===== src/rtl/dma_pkg.sv =====
package dma_pkg;

  typedef enum logic [1:0] {
    SZ_BYTE = 2'd0,
    SZ_HALF = 2'd1,
    SZ_WORD = 2'd2,
    SZ_RSVD = 2'd3
  } unit_size_e;

  // bit 0 is the LSB (enable), bit 8 the MSB (interrupt enable)
  typedef struct packed {
    logic       irq_en;
    logic       dst_hold;
    logic       src_hold;
    unit_size_e size;
    logic       burst;
    logic       ext_sel;
    logic       sw_go;
    logic       enable;
  } chan_ctrl_t;

  typedef enum logic [1:0] {
    ST_IDLE  = 2'd0,
    ST_READ  = 2'd1,
    ST_WRITE = 2'd2
  } eng_state_e;

endpackage


===== src/rtl/dma_chan_regs.sv =====
module dma_chan_regs
  import dma_pkg::*;
#(
  parameter int AW = 32,
  parameter int DW = 32,
  parameter int CW = 16
) (
  input  logic          clk,
  input  logic          rst,
  input  logic          wr_en,
  input  logic [1:0]    wr_idx,
  input  logic [DW-1:0] wr_data,
  input  logic          step,
  output logic [AW-1:0] src,
  output logic [AW-1:0] dst,
  output logic [CW:0]   remain,
  output chan_ctrl_t    ctrl,
  output logic          done,
  output logic          irq
);

  logic [AW-1:0] inc;
  logic [CW:0]   cnt_load;
  chan_ctrl_t    ctrl_wr;
  logic          last_unit;

  always_comb begin
    inc       = AW'(1) << ctrl.size;
    cnt_load  = (wr_data[CW-1:0] == '0) ? {1'b1, {CW{1'b0}}} : {1'b0, wr_data[CW-1:0]};
    ctrl_wr   = chan_ctrl_t'(wr_data[8:0]);
    if (ctrl_wr.size == SZ_RSVD) ctrl_wr.size = SZ_WORD;
    last_unit = (remain == {{CW{1'b0}}, 1'b1});
  end

  always_ff @(posedge clk) begin
    if (rst) begin
      src    <= '0;
      dst    <= '0;
      remain <= '0;
      ctrl   <= '0;
      done   <= 1'b0;
      irq    <= 1'b0;
    end else begin
      if (wr_en) begin
        case (wr_idx)
          2'd0:    src    <= wr_data[AW-1:0];
          2'd1:    dst    <= wr_data[AW-1:0];
          2'd2:    remain <= cnt_load;
          default: begin
            ctrl <= ctrl_wr;
            if (wr_data[9]) done <= 1'b0;
          end
        endcase
      end
      // engine progress overrides a same-cycle register write
      if (step) begin
        if (!ctrl.src_hold) src <= src + inc;
        if (!ctrl.dst_hold) dst <= dst + inc;
        remain <= remain - 1'b1;
        if (last_unit) begin
          ctrl.enable <= 1'b0;
          ctrl.sw_go  <= 1'b0;
          done        <= 1'b1;
        end
      end
      irq <= done & ctrl.irq_en;
    end
  end

endmodule


===== src/rtl/dma_arbiter.sv =====
module dma_arbiter #(
  parameter int NCH = 4
) (
  input  logic [NCH-1:0]         req,
  input  logic                   rr_mode,
  input  logic [$clog2(NCH)-1:0] last,
  output logic                   valid,
  output logic [$clog2(NCH)-1:0] gnt
);

  localparam int IW = $clog2(NCH);

  int idx_c;

  // scan from lowest priority to highest so the highest one is assigned last
  always_comb begin
    valid = 1'b0;
    gnt   = '0;
    idx_c = 0;
    for (int k = NCH - 1; k >= 0; k--) begin
      idx_c = rr_mode ? (int'(last) + 1 + k) : k;
      if (idx_c >= NCH) idx_c = idx_c - NCH;
      if (req[idx_c]) begin
        valid = 1'b1;
        gnt   = IW'(idx_c);
      end
    end
  end

endmodule


===== src/rtl/dma_engine.sv =====
module dma_engine
  import dma_pkg::*;
#(
  parameter int NCH = 4,
  parameter int AW  = 32,
  parameter int DW  = 32
) (
  input  logic                   clk,
  input  logic                   rst,
  input  logic [NCH-1:0]         pend,
  input  logic                   rr_mode,
  input  logic [AW-1:0]          src_a   [NCH],
  input  logic [AW-1:0]          dst_a   [NCH],
  input  unit_size_e             size_a  [NCH],
  input  logic [NCH-1:0]         burst_v,
  input  logic [NCH-1:0]         src_hold_v,
  input  logic [NCH-1:0]         ext_sel_v,
  input  logic [NCH-1:0]         final_v,
  input  logic [NCH-1:0]         ext_req,
  output logic [NCH-1:0]         step,
  output logic                   mem_req,
  output logic                   mem_we,
  output logic [AW-1:0]          mem_addr,
  output logic [1:0]             mem_size,
  output logic [DW-1:0]          mem_wdata,
  input  logic [DW-1:0]          mem_rdata,
  input  logic                   mem_ack,
  output logic [NCH-1:0]         ext_ack,
  output logic                   bus_busy,
  output logic [$clog2(NCH)-1:0] bus_ch
);

  localparam int CHW = $clog2(NCH);

  eng_state_e     state;
  logic [CHW-1:0] last_q;
  logic           gnt_valid;
  logic [CHW-1:0] gnt_idx;
  logic [DW-1:0]  lane_mask;
  logic [AW-1:0]  next_src;
  logic           keep_bus;

  dma_arbiter #(.NCH(NCH)) u_arb (
    .req     (pend),
    .rr_mode (rr_mode),
    .last    (last_q),
    .valid   (gnt_valid),
    .gnt     (gnt_idx)
  );

  always_comb begin
    case (mem_size)
      2'd0:    lane_mask = DW'(8'hFF);
      2'd1:    lane_mask = DW'(16'hFFFF);
      default: lane_mask = '1;
    endcase
    next_src = src_hold_v[bus_ch] ? src_a[bus_ch]
                                  : src_a[bus_ch] + (AW'(1) << size_a[bus_ch]);
    keep_bus = burst_v[bus_ch] && !final_v[bus_ch] &&
               (ext_sel_v[bus_ch] ? ext_req[bus_ch] : 1'b1);
    step = '0;
    if (state == ST_WRITE && mem_ack) step[bus_ch] = 1'b1;
  end

  always_ff @(posedge clk) begin
    if (rst) begin
      state     <= ST_IDLE;
      last_q    <= CHW'(NCH - 1);
      bus_ch    <= '0;
      bus_busy  <= 1'b0;
      mem_req   <= 1'b0;
      mem_we    <= 1'b0;
      mem_addr  <= '0;
      mem_size  <= 2'd0;
      mem_wdata <= '0;
      ext_ack   <= '0;
    end else begin
      ext_ack <= '0;
      case (state)
        ST_IDLE: begin
          if (gnt_valid) begin
            bus_ch   <= gnt_idx;
            last_q   <= gnt_idx;
            bus_busy <= 1'b1;
            mem_req  <= 1'b1;
            mem_we   <= 1'b0;
            mem_addr <= src_a[gnt_idx];
            mem_size <= size_a[gnt_idx];
            state    <= ST_READ;
          end
        end
        ST_READ: begin
          if (mem_ack) begin
            mem_wdata <= mem_rdata & lane_mask;
            mem_we    <= 1'b1;
            mem_addr  <= dst_a[bus_ch];
            state     <= ST_WRITE;
          end
        end
        ST_WRITE: begin
          if (mem_ack) begin
            ext_ack[bus_ch] <= ext_sel_v[bus_ch];
            mem_we          <= 1'b0;
            if (keep_bus) begin
              mem_addr <= next_src;
              state    <= ST_READ;
            end else begin
              mem_req  <= 1'b0;
              bus_busy <= 1'b0;
              state    <= ST_IDLE;
            end
          end
        end
        default: state <= ST_IDLE;
      endcase
    end
  end

endmodule


===== src/rtl/dma_ctrl.sv =====
module dma_ctrl
  import dma_pkg::*;
#(
  parameter int NCH = 4,
  parameter int AW  = 32,
  parameter int DW  = 32,
  parameter int CW  = 16
) (
  input  logic                     clk,
  input  logic                     rst,
  input  logic                     reg_wr,
  input  logic [$clog2(NCH)+2:0]   reg_addr,
  input  logic [DW-1:0]            reg_wdata,
  output logic [DW-1:0]            reg_rdata,
  input  logic [NCH-1:0]           ext_req,
  output logic [NCH-1:0]           ext_ack,
  output logic [NCH-1:0]           irq,
  output logic                     mem_req,
  output logic                     mem_we,
  output logic [AW-1:0]            mem_addr,
  output logic [1:0]               mem_size,
  output logic [DW-1:0]            mem_wdata,
  input  logic [DW-1:0]            mem_rdata,
  input  logic                     mem_ack,
  output logic                     bus_busy,
  output logic [$clog2(NCH)-1:0]   bus_ch
);

  localparam int CHW = $clog2(NCH);
  localparam int RAW = CHW + 3;

  logic           glob_sel;
  logic [CHW-1:0] ch_sel;
  logic [1:0]     idx_sel;
  logic           rr_mode;
  logic [DW-1:0]  rd_next;

  logic [AW-1:0]  src_a    [NCH];
  logic [AW-1:0]  dst_a    [NCH];
  logic [CW:0]    remain_a [NCH];
  chan_ctrl_t     ctrl_a   [NCH];
  unit_size_e     size_a   [NCH];
  logic [NCH-1:0] done_v;
  logic [NCH-1:0] pend;
  logic [NCH-1:0] burst_v;
  logic [NCH-1:0] src_hold_v;
  logic [NCH-1:0] ext_sel_v;
  logic [NCH-1:0] final_v;
  logic [NCH-1:0] unit_step;

  assign glob_sel = reg_addr[RAW-1];
  assign ch_sel   = reg_addr[RAW-2:2];
  assign idx_sel  = reg_addr[1:0];

  for (genvar c = 0; c < NCH; c++) begin : g_chan
    dma_chan_regs #(.AW(AW), .DW(DW), .CW(CW)) u_regs (
      .clk     (clk),
      .rst     (rst),
      .wr_en   (reg_wr && !glob_sel && (ch_sel == CHW'(c))),
      .wr_idx  (idx_sel),
      .wr_data (reg_wdata),
      .step    (unit_step[c]),
      .src     (src_a[c]),
      .dst     (dst_a[c]),
      .remain  (remain_a[c]),
      .ctrl    (ctrl_a[c]),
      .done    (done_v[c]),
      .irq     (irq[c])
    );
    assign size_a[c]     = ctrl_a[c].size;
    assign burst_v[c]    = ctrl_a[c].burst;
    assign src_hold_v[c] = ctrl_a[c].src_hold;
    assign ext_sel_v[c]  = ctrl_a[c].ext_sel;
    assign final_v[c]    = (remain_a[c] == {{CW{1'b0}}, 1'b1});
    assign pend[c]       = ctrl_a[c].enable &
                           (ctrl_a[c].ext_sel ? ext_req[c] : ctrl_a[c].sw_go);
  end

  dma_engine #(.NCH(NCH), .AW(AW), .DW(DW)) u_eng (
    .clk        (clk),
    .rst        (rst),
    .pend       (pend),
    .rr_mode    (rr_mode),
    .src_a      (src_a),
    .dst_a      (dst_a),
    .size_a     (size_a),
    .burst_v    (burst_v),
    .src_hold_v (src_hold_v),
    .ext_sel_v  (ext_sel_v),
    .final_v    (final_v),
    .ext_req    (ext_req),
    .step       (unit_step),
    .mem_req    (mem_req),
    .mem_we     (mem_we),
    .mem_addr   (mem_addr),
    .mem_size   (mem_size),
    .mem_wdata  (mem_wdata),
    .mem_rdata  (mem_rdata),
    .mem_ack    (mem_ack),
    .ext_ack    (ext_ack),
    .bus_busy   (bus_busy),
    .bus_ch     (bus_ch)
  );

  always_comb begin
    rd_next = '0;
    if (glob_sel) begin
      rd_next[0] = rr_mode;
    end else begin
      case (idx_sel)
        2'd0:    rd_next[AW-1:0] = src_a[ch_sel];
        2'd1:    rd_next[AW-1:0] = dst_a[ch_sel];
        2'd2:    rd_next[CW-1:0] = remain_a[ch_sel][CW-1:0];
        default: rd_next[9:0]    = {done_v[ch_sel], ctrl_a[ch_sel]};
      endcase
    end
  end

  always_ff @(posedge clk) begin
    if (rst) begin
      rr_mode   <= 1'b0;
      reg_rdata <= '0;
    end else begin
      if (reg_wr && glob_sel) rr_mode <= reg_wdata[0];
      reg_rdata <= rd_next;
    end
  end

endmodule


===== config.mk =====
export PLATFORM = sky130hd
export DESIGN_NAME = dma_ctrl
export DESIGN_NICKNAME = d
export VERILOG_FILES = /design/src/rtl/dma_pkg.sv /design/src/rtl/dma_chan_regs.sv /design/src/rtl/dma_arbiter.sv /design/src/rtl/dma_engine.sv /design/src/rtl/dma_ctrl.sv
export SDC_FILE = /design/constraint.sdc
export NUM_CORES = 2
export LEC_CHECK = 0
export BUFFER_PORTS_ARGS = -buffer_cell sky130_fd_sc_hd__buf_2
export CORE_ASPECT_RATIO = 0.75
export CORE_MARGIN = 3
export CORE_UTILIZATION = 41
export DETAILED_ROUTE_END_ITERATION = 6
export GPL_ROUTABILITY_DRIVEN = 0
export PLACE_DENSITY = 0.57
export SLEW_MARGIN = 10
export SYNTH_ARGS = -nofsm -noshare
export SYNTH_HDL_FRONTEND = slang
export SYNTH_SLANG_ARGS = --single-unit

===== constraint.sdc =====
create_clock -name clk -period 9.9 [get_ports clk]
set_input_delay 0.99 -clock clk [delete_from_list [all_inputs] [get_ports clk]]
set_output_delay 0.99 -clock clk [all_outputs]
set_load 0.01 [all_outputs]

== Yosys cells after proc, flatten, opt, wreduce, memory -nomap -nowiden ==
Index checks and enable logic that the tools add are counted.
Cells by class
  add/sub/neg operators: 21
  order comparisons: 14
  equality and inequality tests: 18
  shifts and indexed selects: 5
  muxes and demuxes: 178
  bitwise gates (word level): 16
  reduce and logical (&&, ||, !) cells: 44
Operators by type and width (number)
  $mux 32: 54
  $bmux 32 s2: 5
  $add 32x32->32: 9
  $mux 17: 10
  $shl 1x2->32 const A: 5
  $lt 32x4->1 const B: 4
  $ge 32x4->1 const B: 3
  $pmux 32 s3: 1
  $sub 32x4->32 const B: 3
  $eq 17x1->1 const B: 4
  $sub 17x1->17 const B: 4
  $add 32x3->32 const B: 2
  $pmux 32 s2: 1
  $mux 2: 28
  $mux 1: 52
  $bmux 17 s2: 1
  $add 32x2->32 const B: 1
  $and 32x32->32: 1
  $mux 16: 2
  $pmux 16 s2: 1
  $pmux 10 s3: 1
  $bmux 1 s2: 10
  $reduce_and 2->1: 10
  $bmux 9 s2: 1
  other kinds (33): 83
Storage, ports and cells
  register bits: 479
  input port bits: 77
  output and inout bits: 111

== Logic depth before layout (Yosys ltp) ==
  depth after elaboration: 18
  mapped depth: 19
  depth with buffers taken out: 13

== By module ==
From an unflattened synthesis, not the netlist that was laid out.
Unflattened totals
  cells, all modules: 3889
  area, all modules: 33458.3 µm²
By module, submodules not included
  dma_chan_regs (g_chan[1].u_regs ...): instances 3, cells an instance 720, area an instance 5670.4 µm²
  dma_engine: instances 1, cells an instance 688, area an instance 6947.9 µm²
  dma_chan_regs (g_chan[0].u_regs): instances 1, cells an instance 731, area an instance 5499.0 µm²
  dma_ctrl: instances 1, cells an instance 288, area an instance 3847.4 µm²
  dma_arbiter: instances 1, cells an instance 22, area an instance 152.6 µm²

== Least setup slack after synthesis ==
Ideal clock, no wire load.
  path type: register -> register
  start: reg u_eng.bus_ch[0]
  end: reg u_eng.mem_addr[26]
  arrival: 4.175 ns
  slack: 5.591 ns
  stages on the path, launching flop included: 20
  path buffers: 6
  clock period less this slack: 4.309 ns
  path through: dfxtp_1 buf_6 buf_6 buf_6 buf_6 buf_4 buf_2 mux4_2 nor2_1 ha_1 inv_1 fa_1 nor2b_1 o21ai_0 a21oi_2 nand4_1 xnor2_1 a221oi_1 a221o_1 o22ai_1
Between the ends
  longest elaborated chain between the ends: 10
Ends and longest elaborated chain
  start: declaration: line dma_engine.sv:30  | output logic [$clog2(NCH)-1:0] bus_ch
  start signal: assignment: line dma_engine.sv:82  | bus_ch <= gnt_idx;
  $not 2->3 (implied by the code): line dma_engine.sv:57, dma_engine.sv:58, dma_engine.sv:96
  $bmux 2 s2: line dma_engine.sv:58  | : src_a[bus_ch] + (AW'(1) << size_a[bus_ch]);
  $mux 2 (implied by the code) (2 in series): line dma_engine.sv:58
  $shl 1x2->32: line dma_engine.sv:58
  $add 32x32->32: line dma_engine.sv:58
  $mux 32: line dma_engine.sv:57  | next_src = src_hold_v[bus_ch] ? src_a[bus_ch]
  $mux 32: line dma_engine.sv:104  | if (keep_bus) begin
  $mux 32: line dma_engine.sv:101  | if (mem_ack) begin
  $pmux 32 s3: line dma_engine.sv:79  | case (state)
  end signal: assignment: line dma_engine.sv:87  | mem_addr <= src_a[gnt_idx];
  end signal: assignment: line dma_engine.sv:96  | mem_addr <= dst_a[bus_ch];
  end signal: assignment: line dma_engine.sv:105  | mem_addr <= next_src;
  end: declaration: line dma_engine.sv:23  | output logic [AW-1:0] mem_addr,
Parallel ways exist; a longest one is shown, timed or not. The select of a mux whose other input is x is not followed.
A chain may end at the register's enable or synchronous reset.

== Final worst setup path ==
Same ends and word-level chain as after synthesis.

==> impl_metrics.sql <==
INSERT INTO impl_metrics (metric_group, metric, value, unit) VALUES
('layout', 'layout_common_cells', 'nor2_1 (498), dfxtp_1 (477), nand2_1 (383)', ''),
('timing', 'final.setup_skew', '0.03921', 'ns'),
('timing', 'min_period', '4.623', 'ns'),
('critical_path', 'end_kind', 'flip-flop', ''),
('drt', 'm1WireLength', '55850', 'microns'),
('layout', 'postLayoutCoreUtil', '0.4639', ''),
('critical_path', 'reg2reg_setup_slack', '5.28', 'ns'),
('placement', 'sum_of_net_half_perimeters_after_detailed_placement', '90910', 'microns'),
('critical_path', 'crit_path_start_kind', 'flip-flop', ''),
('clocking', 'clkSinkCount', '479', ''),
('floorplanning', 'overall_die_area', '78540', 'sq um'),
('logic_synthesis', 'synth_top_cells_by_area', 'dfxtp_1 (31%), mux4_2 (12%), nor2_1 (6.1%)', ''),
('grt', 'grt_antenna_before_repair', '0', ''),
('logic_synthesis', 'post_synthesis_cell_type_with_the_largest_combined_area', 'dfxtp_1', ''),
('layout', 'area_growth', '11.26', '%'),
('drt', 'detail_route.wirelength', '125900', 'microns'),
('clocking', 'tritoncts', 'yes', ''),
('timing', 'worst_hold_slack', '0.4503', 'ns'),
('clocking', 'post_cts.repair.setup_buffers', '0', ''),
('timing', 'final-setup-viol-count', '0', ''),
('drt', 'firstDrtPassIters', '6', ''),
('grt', 'grt_pass1_wl', '184900', 'microns'),
('clocking', 'clk_latency', '0.66', 'ns'),
('placement', 'io_buffer_count', '187', ''),
('logic_synthesis', 'syn-instance-count', '3677', ''),
('clocking', 'worst_setup_hold_path_clk_slew', '0.06', 'ns'),
('timing', 'max_freq', '0.2163', 'GHz'),
('logic_synthesis', 'synth_enable_flop_cells', '0', ''),
('clocking', 'cts-buffers-inserted', '54', ''),
('drt', 'post-route-drc-count', '0', ''),
('drt', 'dr.first_iter.drc_count', '4716', ''),
('drt', 'met2RoutedLength', '46520', 'microns'),
('timing', 'final.period_utilization', '0.4670', ''),
('timing', 'final_max_slew_viol_count', '0', ''),
('floorplanning', 'rows', '86', ''),
('timing', 'slew_headroom', '0.1466', ''),
('logic_synthesis', 'yosys_most_used_dff', 'dfxtp_1', ''),
('timing', 'final_setup_tns', '0', 'ns'),
('logic_synthesis', 'async_flop_share', '0', ''),
('drt', 'avgRoutedWirePerCell', '26.73', 'microns'),
('logic_synthesis', 'synth.yosys.warnings', '0', ''),
('grt', 'grt_overflow_total', '0', ''),
('power', 'power.leakage', '12.31', 'nW'),
('layout', 'most_frequent_standard_cell_in_the_layout_excluding_fill_and_tap_cells', 'nor2_1', ''),
('grt', 'vias_in_the_first_global_route', '27330', ''),
('critical_path', 'critical_path_arrival', '5.11', 'ns'),
('power', 'cellPowerDensity', '131.9', 'nW/um^2'),
('clocking', 'max-clock-path-buffers', '3', ''),
('critical_path', 'critPathRequiredTime', '10.39', 'ns'),
('logic_synthesis', 'synth.ff_latch_count', '479', ''),
('logic_synthesis', 'syn-num-nets', '3811', ''),
('clocking', 'ctsHoldBuffers', '0', ''),
('drt', 'antenna_violating_nets_post_route', '0', ''),
('clocking', 'cts-htree-levels', '2', ''),
('critical_path', 'critical_path_peak_fanout', '44', ''),
('layout', 'insertedDiodeCount', '0', ''),
('logic_synthesis', 'syn_area', '30820', 'sq um'),
('layout', 'drive_gt1_frac', '0.1589', ''),
('floorplanning', 'pin_count', '188', ''),
('timing', 'unrepaired_setup_endpoints_after_global_routing', 'false', ''),
('clocking', 'cts.repair.resized', '0', ''),
('timing', 'hold_violations', '0', ''),
('logic_synthesis', 'synth_largest_type_area_fraction', '0.3111', ''),
('logic_synthesis', 'seq_area_frac_synth', '0.3111', ''),
('layout', 'final_design_area_no_fill', '34300', 'sq um'),
('layout', 'layout.filler_cells', '7192', ''),
('floorplanning', 'core_area', '73920', 'sq um'),
('drt', 'dr.max_layer_used', 'met4', ''),
('logic_synthesis', 'synth.avg_cell_area', '8.383', 'sq um'),
('grt', 'grt_usage', '0.3112', ''),
('outcome', 'run_status', 'completed', '');
## cell families (layout without fill, tap and decap cells)
logic type	Yosys count	in the layout	share of synthesized area
and+or+nand+nor	1511	1511	0.2335
AOI/OAI and AO/OA	886	886	0.1882
DFF	479	479	0.3111
buffers and inverters	356	423	0.04810
muxes	338	338	0.1796
adders and majority gates	57	57	0.02533
xor gates and xnor gates	50	50	0.01421
## worst max-delay path, cell delays in order (launching register included)
cell      delay [ns]
dfxtp_4         0.87
buf_4           0.81
mux4_2          0.62
ha_1            0.35
nor2b_1         0.14
o21ai_0         0.19
a21oi_2         0.50
nand4_1         0.21
xnor2_1         0.21
a221oi_1        0.33
a221o_1         0.16
o22ai_1         0.07
## path summary, 6_finish.rpt
path / startpoint / end / depth (start not counted)
max: u_eng.bus_ch[0]$_SDFFE_PP0P_ / u_eng.mem_addr[26]$_SDFFE_PP0P_ / 11
min: u_eng.mem_wdata[28]$_SDFFE_PP0P_ / u_eng.mem_wdata[28]$_SDFFE_PP0P_ / 2
max reg2reg: u_eng.bus_ch[0]$_SDFFE_PP0P_ / u_eng.mem_addr[26]$_SDFFE_PP0P_ / 11
min reg2reg: u_eng.mem_wdata[28]$_SDFFE_PP0P_ / u_eng.mem_wdata[28]$_SDFFE_PP0P_ / 2
## where the power goes
part           leakage [nW]  switching, mW  internal [mW]
combinational          7.49          0.196         0.0808
clock                 0.960          0.930           1.35
sequential             3.86         0.0269           1.94
total                  12.3           1.15           3.37
## layer usage
layer | GRT usage | up-vias
met5 | 0 | -
met4 | 0.07577 | 0
met3 | 0.1305 | 191
met2 | 0.3924 | 1866
met1 | 0.4758 | 14824
li1 | - | 13855
## sequential cells by signal, indices dropped and copies added (netlist names), 2 cells and up
| name | flops |
|---|---|
| g_chan.u_regs.dst | 128 |
| g_chan.u_regs.done | 4 |
| g_chan.u_regs.ctrl | 36 |
| reg_rdata | 32 |
| g_chan.u_regs.src | 128 |
| u_eng.mem_wdata | 32 |
| u_eng.state | 2 |
| g_chan.u_regs.remain | 68 |
| u_eng.mem_addr | 32 |
| u_eng.bus_ch | 2 |
| u_eng.ext_ack | 4 |
| u_eng.last_q | 2 |
| g_chan.u_regs.irq | 4 |
| u_eng.mem_size | 2 |
## cell type report
cell class | count | area [sq um] | area share
clock buffers | 71 | 1526 | 0.04451
clock inverters | 29 | 434.2 | 0.01266
inverters | 61 | 229.0 | 0.006676
multi-input cells | 2842 | 19770 | 0.5764
flip-flops and latches | 479 | 9597 | 0.2798
well taps | 968 | 1211 | 0.03532
repair buffers | 262 | 1530 | 0.04462
## metrics by stage
step / power (mW) / std cells / setup WS, ns
final: 4.525 / 4712 / 5.277
after floorplan: 2.164 / 3677 / 5.591
after global placement: 2.278 / 4612 / 5.278
after CTS: 4.542 / 4712 / 5.214
after detailed placement: 2.277 / 4612 / 5.237
after global routing: 4.626 / 4712 / 4.874
## Yosys cell counts, types with 16 or more instances
master / instances
buf_2: 50
nor3_1: 138
a311oi_1: 55
o21ai_0: 170
nand2_1: 384
a31oi_1: 29
and2_1: 24
o22ai_1: 26
clkbuf_1: 210
nand4_1: 45
dfxtp_1: 479
o211ai_1: 28
ha_1: 48
a211oi_1: 90
a22oi_1: 33
xor2_1: 19
mux2_2: 20
mux4_2: 170
a21o_1: 17
inv_1: 60
a21oi_1: 267
nor4_1: 70
nor2_1: 499
and3_1: 69
nand2b_1: 18
nor2b_1: 36
buf_1: 16
a2111oi_0: 34
or3_1: 20
a221oi_1: 40
nand3_1: 125
xnor2_1: 31
mux2i_1: 148
No activity file was read; power rests on OpenSTA's default activity.
